File: src/rtl/iort_pkg.sv
package iort_pkg;

  typedef enum logic [1:0] {
    TGT_CFGREG  = 2'd0,
    TGT_PCICFG  = 2'd1,
    TGT_IOSPACE = 2'd2,
    TGT_DROP    = 2'd3
  } tgt_e;

  localparam logic [1:0]  SIZE_4B       = 2'd2;
  localparam logic [15:0] PORT_CFG_ADDR = 16'h0CF8;
  localparam logic [15:0] PORT_CFG_DATA = 16'h0CFC;
  localparam int          CFG_W         = 32;

endpackage

File: src/rtl/iort_cfg_reg.sv
module iort_cfg_reg
  import iort_pkg::*;
#(
  parameter int W = CFG_W
) (
  input  logic         clk,
  input  logic         rst,
  input  logic         we,
  input  logic [W-1:0] wdata,
  output logic [W-1:0] q
);

  always_ff @(posedge clk) begin
    if (rst)     q <= '0;
    else if (we) q <= wdata;
  end

endmodule

File: src/rtl/iort_port_decode.sv
module iort_port_decode
  import iort_pkg::*;
#(
  parameter int             IN_W       = 32,
  parameter int             PA_W       = 32,
  parameter logic [PA_W-1:0] PCI_PREFIX = 32'hC000_0000,
  parameter logic [PA_W-1:0] IO_PREFIX  = 32'h8000_0000
) (
  input  logic [IN_W-1:0]   port_in,
  input  logic [1:0]        size,
  input  logic [CFG_W-1:0]  cfg_q,
  output tgt_e              tgt,
  output logic [PA_W-1:0]   addr,
  output logic              err,
  output logic              cfg_hit
);

  localparam int PORT_W = 16;

  logic              out_of_range;
  logic [PORT_W-1:0] port;
  logic              data_win;

  generate
    if (IN_W > PORT_W) begin : g_wide
      assign out_of_range = |port_in[IN_W-1:PORT_W];
    end else begin : g_narrow
      assign out_of_range = 1'b0;
    end
  endgenerate

  assign port     = port_in[PORT_W-1:0];
  assign data_win = (port[PORT_W-1:2] == PORT_CFG_DATA[PORT_W-1:2]);

  always_comb begin
    tgt     = TGT_IOSPACE;
    addr    = IO_PREFIX | PA_W'(port);
    err     = 1'b0;
    cfg_hit = 1'b0;
    if (out_of_range) begin
      tgt  = TGT_DROP;
      addr = '0;
      err  = 1'b1;
    end else if (port == PORT_CFG_ADDR && size == SIZE_4B) begin
      tgt     = TGT_CFGREG;
      addr    = '0;
      cfg_hit = 1'b1;
    end else if (data_win) begin
      if (cfg_q[CFG_W-1]) begin
        tgt  = TGT_PCICFG;
        addr = PCI_PREFIX | PA_W'({cfg_q[CFG_W-2:2], port[1:0]});
      end else begin
        tgt  = TGT_DROP;
        addr = '0;
      end
    end
  end

endmodule

File: src/rtl/iort_apic_window.sv
module iort_apic_window #(
  parameter int              PA_W        = 32,
  parameter int              PG_W        = 12,
  parameter logic [PA_W-1:0] APIC_PREFIX = 32'hA000_0000
) (
  input  logic            clk,
  input  logic            rst,
  input  logic            in_valid,
  input  logic [PA_W-1:0] in_addr,
  input  logic [PA_W-1:0] base,
  output logic            out_valid,
  output logic [PA_W-1:0] out_addr,
  output logic            out_uncached
);

  logic hit;
  assign hit = (in_addr[PA_W-1:PG_W] == base[PA_W-1:PG_W]);

  always_ff @(posedge clk) begin
    if (rst) begin
      out_valid    <= 1'b0;
      out_addr     <= '0;
      out_uncached <= 1'b0;
    end else begin
      out_valid    <= in_valid;
      out_uncached <= in_valid && hit;
      if (hit) out_addr <= APIC_PREFIX | PA_W'(in_addr[PG_W-1:0]);
      else     out_addr <= in_addr;
    end
  end

  // a redirected result lands inside the prefix page
  a_r9_redirect_prefix: assert property (@(posedge clk) disable iff (rst)
    (out_valid && out_uncached) |-> (out_addr[PA_W-1:PG_W] == APIC_PREFIX[PA_W-1:PG_W]));

  // a non-hit passes the requested address through untouched
  a_r9_pass_through: assert property (@(posedge clk) disable iff (rst)
    (in_valid && !(in_addr[PA_W-1:PG_W] == base[PA_W-1:PG_W])) |=>
      (out_valid && !out_uncached && out_addr == $past(in_addr)));

endmodule

File: src/rtl/iort_router.sv
module iort_router
  import iort_pkg::*;
#(
  parameter int              IN_W        = 32,
  parameter int              PA_W        = 32,
  parameter logic [PA_W-1:0] PCI_PREFIX  = 32'hC000_0000,
  parameter logic [PA_W-1:0] IO_PREFIX   = 32'h8000_0000,
  parameter logic [PA_W-1:0] APIC_PREFIX = 32'hA000_0000,
  parameter int              PG_W        = 12
) (
  input  logic            clk,
  input  logic            rst,
  input  logic            io_valid,
  input  logic [IN_W-1:0] io_port,
  input  logic [1:0]      io_size,
  input  logic            io_write,
  input  logic [31:0]     io_wdata,
  output logic            io_rsp_valid,
  output logic [1:0]      io_rsp_target,
  output logic [PA_W-1:0] io_rsp_addr,
  output logic [31:0]     io_rsp_rdata,
  output logic            io_rsp_err,
  input  logic            ph_valid,
  input  logic [PA_W-1:0] ph_addr,
  input  logic [PA_W-1:0] apic_base,
  output logic            ph_rsp_valid,
  output logic [PA_W-1:0] ph_rsp_addr,
  output logic            ph_rsp_uncached
);

  logic [CFG_W-1:0] cfg_q;
  tgt_e             dec_tgt;
  logic [PA_W-1:0]  dec_addr;
  logic             dec_err;
  logic             dec_cfg_hit;
  logic             cfg_we;
  logic [31:0]      rdata_nxt;

  iort_port_decode #(
    .IN_W(IN_W), .PA_W(PA_W), .PCI_PREFIX(PCI_PREFIX), .IO_PREFIX(IO_PREFIX)
  ) u_decode (
    .port_in(io_port), .size(io_size), .cfg_q(cfg_q),
    .tgt(dec_tgt), .addr(dec_addr), .err(dec_err), .cfg_hit(dec_cfg_hit)
  );

  assign cfg_we = io_valid && io_write && dec_cfg_hit;

  iort_cfg_reg #(.W(CFG_W)) u_cfg (
    .clk(clk), .rst(rst), .we(cfg_we), .wdata(io_wdata), .q(cfg_q)
  );

  always_comb begin
    unique case (dec_tgt)
      TGT_DROP:   rdata_nxt = '1;
      TGT_CFGREG: rdata_nxt = io_write ? 32'd0 : cfg_q;
      default:    rdata_nxt = '0;
    endcase
  end

  always_ff @(posedge clk) begin
    if (rst) begin
      io_rsp_valid  <= 1'b0;
      io_rsp_target <= TGT_DROP;
      io_rsp_addr   <= '0;
      io_rsp_rdata  <= '0;
      io_rsp_err    <= 1'b0;
    end else begin
      io_rsp_valid <= io_valid;
      if (io_valid) begin
        io_rsp_target <= dec_tgt;
        io_rsp_addr   <= dec_addr;
        io_rsp_rdata  <= rdata_nxt;
        io_rsp_err    <= dec_err;
      end
    end
  end

  iort_apic_window #(
    .PA_W(PA_W), .PG_W(PG_W), .APIC_PREFIX(APIC_PREFIX)
  ) u_apic (
    .clk(clk), .rst(rst), .in_valid(ph_valid), .in_addr(ph_addr), .base(apic_base),
    .out_valid(ph_rsp_valid), .out_addr(ph_rsp_addr), .out_uncached(ph_rsp_uncached)
  );

  // one response per request, one cycle later
  a_r8_valid_latency: assert property (@(posedge clk) disable iff (rst)
    io_valid |=> io_rsp_valid);
  a_r8_no_spurious: assert property (@(posedge clk) disable iff (rst)
    !io_valid |=> !io_rsp_valid);

  // an out-of-range port is always dropped
  a_r2_err_drops: assert property (@(posedge clk) disable iff (rst)
    (io_rsp_valid && io_rsp_err) |-> (io_rsp_target == TGT_DROP && io_rsp_rdata == '1));

  // the register only moves on a 4-byte in-range write to 0xCF8
  a_r6_cfg_holds: assert property (@(posedge clk) disable iff (rst)
    !(io_valid && io_write && io_size == SIZE_4B && (io_port >> 16) == 0 &&
      io_port[15:0] == PORT_CFG_ADDR) |=> $stable(cfg_q));

  // the PCI window is chosen only while the enable bit was set
  a_r5_pci_needs_enable: assert property (@(posedge clk) disable iff (rst)
    (io_valid && (io_port >> 16) == 0 && io_port[15:2] == PORT_CFG_DATA[15:2] && !cfg_q[31])
      |=> (io_rsp_target == TGT_DROP));

endmodule

File: config.mk
export PLATFORM = sky130hd
export DESIGN_NAME = iort_router
export DESIGN_NICKNAME = d
export VERILOG_FILES = /design/src/rtl/iort_pkg.sv /design/src/rtl/iort_cfg_reg.sv /design/src/rtl/iort_port_decode.sv /design/src/rtl/iort_apic_window.sv /design/src/rtl/iort_router.sv
export SDC_FILE = /design/constraint.sdc
export NUM_CORES = 1
export LEC_CHECK = 0
export BUFFER_PORTS_ARGS = -buffer_cell sky130_fd_sc_hd__buf_2
export CORE_UTILIZATION = 40
export DETAILED_ROUTE_END_ITERATION = 10
export GPL_TIMING_DRIVEN = 1
export PLACE_DENSITY = 0.69
export SKIP_CTS_REPAIR_TIMING = 1
export SYNTH_ARGS = -nofsm -noshare
export SYNTH_HDL_FRONTEND = slang
export SYNTH_SLANG_ARGS = --single-unit
File: constraint.sdc
create_clock -name clk -period 3.4 [get_ports clk]
set_clock_uncertainty 0.05 [all_clocks]
set_input_delay 0.51 -clock clk [delete_from_list [all_inputs] [get_ports clk]]
set_output_delay 0.51 -clock clk [all_outputs]
set_load 0.005 [all_outputs]
-- Word level (Yosys, flattened, before mapping)
Index checks and enable logic that the tools add are counted.
- bits in registers: 134
- bits in latches: 0
- RAM bits: 0
- ROM bits: 0
- input bits: 135
- output and inout port bits: 102
- logic and storage cells: 36
- memories kept: 0
- add/subtract/negate cells: 0
- multipliers: 0
- div/mod/pow operators: 0
- $lt $le $gt $ge: 0
- equality and inequality tests: 5
- shift operators: 0
- mux-type cells: 14
- bitwise operators: 0
- reductions and logical operators: 7
- operators by type and width (kind ; count):
    32-bit two-way mux ; 6
    32-bit case mux with 2 select lines ; 1
    20-bit equality test ; 1
    16-bit by 12-bit equality test with 1-bit output (second input constant) ; 1
    16-bit OR reduction ; 1
    14-bit by 10-bit equality test with 1-bit output (second input constant) ; 1
    2-bit two-way mux ; 4
    2-bit equality test (second input constant) ; 2
    1-bit logical AND ; 4
    1-bit two-way mux ; 3
    2-bit logical NOT ; 1
    2-bit OR reduction ; 1

-- Logic depth before layout (Yosys ltp)
- word-level depth: 6
- depth in mapped cells: 12
- gate-level depth less buffers: 8

-- By module
From an unflattened synthesis, not the netlist that was laid out.
- cell total of the unflattened synthesis: 611
- area, all modules: 5855.6 um2
- by module, submodules not included (module ; instances ; cells an instance ; area an instance (um2) ; sequential area each (um2)):
    iort_router ; 1 ; 301 ; 2854.0 ; 1361.3
    iort_apic_window ; 1 ; 123 ; 1292.5 ; 680.7
    iort_cfg_reg ; 1 ; 103 ; 1163.6 ; 640.6
    iort_port_decode ; 1 ; 84 ; 545.5 ; 0.0

-- Worst setup path before layout
No wires, ideal clock.
- path kind: input-to-reg
- start: input io_port[29]
- end: register io_rsp_rdata[30]
- setup time: 0.065 ns
- arrival time: 2.609 ns
- data required time: 3.285 ns
- setup slack: 0.676 ns
- stages: 11
- path buffers: 3
- cells stage by stage: nor4_1 -> nand4_1 -> clkbuf_1 -> a21oi_1 -> ha_1 -> nor2b_1 -> clkbuf_1 -> clkbuf_1 -> a21oi_1 -> a2bb2oi_1 -> nor2_1
- word-level cells in the longest chain between the ends: 4
- elaborated cells on any way between the ends: 5
- those cells by class: 1 x eq/ne; 2 x mux; 2 x reduce/logical
- ends and longest elaborated chain (item ; line ; text):
    start: declaration ; iort_router.sv:14 ; input logic [IN_W-1:0] io_port,
    16-bit OR reduction (*) ; iort_port_decode.sv:26 ; assign out_of_range = |port_in[IN_W-1:PORT_W];
    2-bit two-way mux (*) ; iort_port_decode.sv:40 ; if (out_of_range) begin
    2-bit equality test / 2-bit logical NOT (equally long branches) ; iort_router.sv:53 ; unique case (dec_tgt)
    32-bit case mux with 2 select lines (*) ; iort_router.sv:53 ;
    end signal: assignment ; iort_router.sv:72 ; io_rsp_rdata <= rdata_nxt;
    end: declaration ; iort_router.sv:21 ; output logic [31:0] io_rsp_rdata,
Mark *: on every way between the ends. The rest lies on a longest branch, timed or not.
A chain may end at the register's enable or synchronous reset.

-- Worst setup path after layout
- start: input io_port[29]
- end: register io_rsp_rdata[26]
The elaborated chain is that of the path after synthesis.

==> metrics.yaml <==
cts_buffer_depth: 2
cp_max_fo: 19
r2r_setup_slack_ps: 940
cp-start-kind: "primary input"
yosys.area.top_type: "dfxtp_1"
critPathCaptureType: "flop"
first_pass_iters: 5
final_area_um2: 7080
finalMaxSlewViolations: 0
nNetsFinal: 920
num_rows: 41
status: "completed"
gr-total-overflow: 0
syn_area_per_cell_um2: 9.21
syn_area_um2: 5340
clockRootBuffer: "clkbuf_16"
drive_gt1_frac: 0.348
crit_slowest_cell: "nor2b_2"
die_w_um: 118
cts_buffers: 17
dieArea_um2: 13800
die_h_um: 118
path_delay_family: "simple AND/OR/NAND/NOR gates"
wl_um: 16700
synth_area_leaders: "dfxtp_1 50%, a21oi_1 8.3%, a2bb2oi_1 5.2%"
ys_async_sr_fraction: 0
port_buffers: 224
hold_violations: 0
initial_core_util: 0.416
maxCapViolCount: 0
synth_fp_nets: 717
path_class: "in2reg"
gp_congestion: 0.842
seq_area_frac_synth: 0.502
antenna_found_initial: 1
crit_path_cell_trace: "buf_2 > nor4_1 > nand4_1 > buf_4 > a21oi_1 > ha_1 > nor2b_2 > buf_4 > a21oi_1 > a2bb2oi_1 > nor2_1"
p_leak_nw: 3.20
synth_cells: 580
antenna_left: 0
ys_ff_latch: 134
antenna_cells: 0
path_buf_inv: 3
setup_tns_ps: 0
clk_pin_slew_worst_paths_ps: 50
htree_levels: 4
cts_tree: "done"
tightest_slew_ps: 1130
fillerInstances: 1209
core_region_area_um2: 12800
synth_cell_types: 39
synth_edf_count: 0
p_per_area_nw_per_um2: 498
vias_per_cell: 5.46
vdd_drop_max_mv: 0.257
slew_headroom: 0.244
grt_setup_unrepaired: "false"
hp-class: "in2reg"
drc_errors: 0
track_usage: 0.240
io_pins: 237
dpl.hpwl_um: 11700
max_stage_delay_ps: 440
grt_max_degree: 55
min_period_ps: 2820
grt_pass1_vias: 5195
insertion_delay_ps: 420
synth_ff_type: "dfxtp_1"
ys.warnings.count: 0
place_area_um2: 6570
vias: 5276
yosysTopAreaCellShare: 0.502
area_growth_pct: 32.5
report.final.setup_viol: 0
first_iter_violations: 370
wire_per_inst_um: 17.3
fmax_ghz: 0.355
critPathRequiredTime_ps: 3700
grt_pass1_wl_um: 26400
cts.sinks: 134
finalCritPeriodShare: 0.829
crit_arrival_ps: 3120
where the power goes:
part | internal (mW) | total, mW | switching (mW)
Combinational | 0.132 | 0.274 | 0.142
Sequential | 1.62 | 1.64 | 0.0202
Clock | 0.977 | 1.61 | 0.637
final timing paths:
path                                                       to  cells past startpoint                   startpoint
worst max register to register  io_rsp_rdata[26]$_SDFFE_PP0P_                      8     u_cfg.q[31]$_SDFFE_PP0P_
worst min-delay path            u_apic.out_addr[5]$_SDFF_PP0_                      2                   ph_addr[5]
worst max-delay path            io_rsp_rdata[26]$_SDFFE_PP0P_                     11                  io_port[29]
worst min register to register    io_rsp_addr[5]$_SDFFE_PP0P_                      2  io_rsp_addr[5]$_SDFFE_PP0P_
logic make-up after synthesis:
group,Yosys count,share of synthesized area
DFF,134,0.502
xor gates and xnor gates,20,0.0328
buffers and inverters,63,0.0504
and+or+nand+nor,158,0.159
adders and majority gates,2,0.00469
AOI/OAI and AO/OA,203,0.251
layout make-up:
class	instances	area (um2)	area share
Clock buffer	26	489	0.0691
Clock inverter	4	22.5	0.00318
Inverter	5	18.8	0.00265
Multi-Input combinational cell	383	2390	0.338
Sequential cell	134	2680	0.379
Tap cell	172	215	0.0304
Timing Repair Buffer	242	1260	0.177
cell usage after synthesis, drive strengths merged, types with 14 or more instances:
library cell    n
a22o           14
nand4          38
clkbuf         42
a21oi          89
xor2           20
nand2          37
o31ai          32
nor2b          16
buf            16
nor2           36
o21ai          20
a2bb2oi        32
dfxtp         134
metrics by stage:
step | std cells | total power [mW] | hold WS, ps | utilization | setup slack (ps)
final | 966 | 3.53 | 253 | 0.552 | 583
after global routing | 966 | 3.65 | 248 | 0.552 | 337
after CTS | 966 | 3.54 | 241 | 0.552 | 611
after detailed placement | 936 | 1.94 | 391 | 0.512 | 196
after global placement | 936 | 1.93 | 381 | 0.512 | 282
after floorplan | 580 | 1.78 | 394 | - | 676
registers in the layout, indices dropped and copies added (netlist names):
signal               cells
io_rsp_target            2
u_apic.out_uncached      1
io_rsp_valid             1
u_apic.out_addr         32
u_cfg.q                 32
u_apic.out_valid         1
io_rsp_addr             32
io_rsp_err               1
io_rsp_rdata            32
per-layer routing:
metal | vias to the layer above | part of all wire | global-route usage
met5 | - | 0.00078 | 0
met4 | 2 | 0.020 | 0.101
met3 | 28 | 0.081 | 0.0732
met2 | 240 | 0.49 | 0.405
met1 | 2468 | 0.41 | 0.283
li1 | 2538 | - | -
cell usage in the layout (no fill, tap or decap), types with 3 or more instances in the layout:
cell / n
a21oi_1: 89
a22o_1: 14
a22oi_1: 7
a2bb2oi_1: 32
and2_1: 3
and3_1: 3
and4_1: 3
buf_2: 224
buf_4: 18
clkbuf_1: 6
clkbuf_16: 17
clkbuf_8: 3
clkinv_2: 3
dfxtp_1: 134
inv_1: 5
nand2_1: 37
nand4_1: 38
nor2_1: 35
nor2b_1: 15
nor4_1: 9
o21ai_0: 19
o31ai_1: 32
xor2_1: 20
Power figures use the tool's default switching activity.
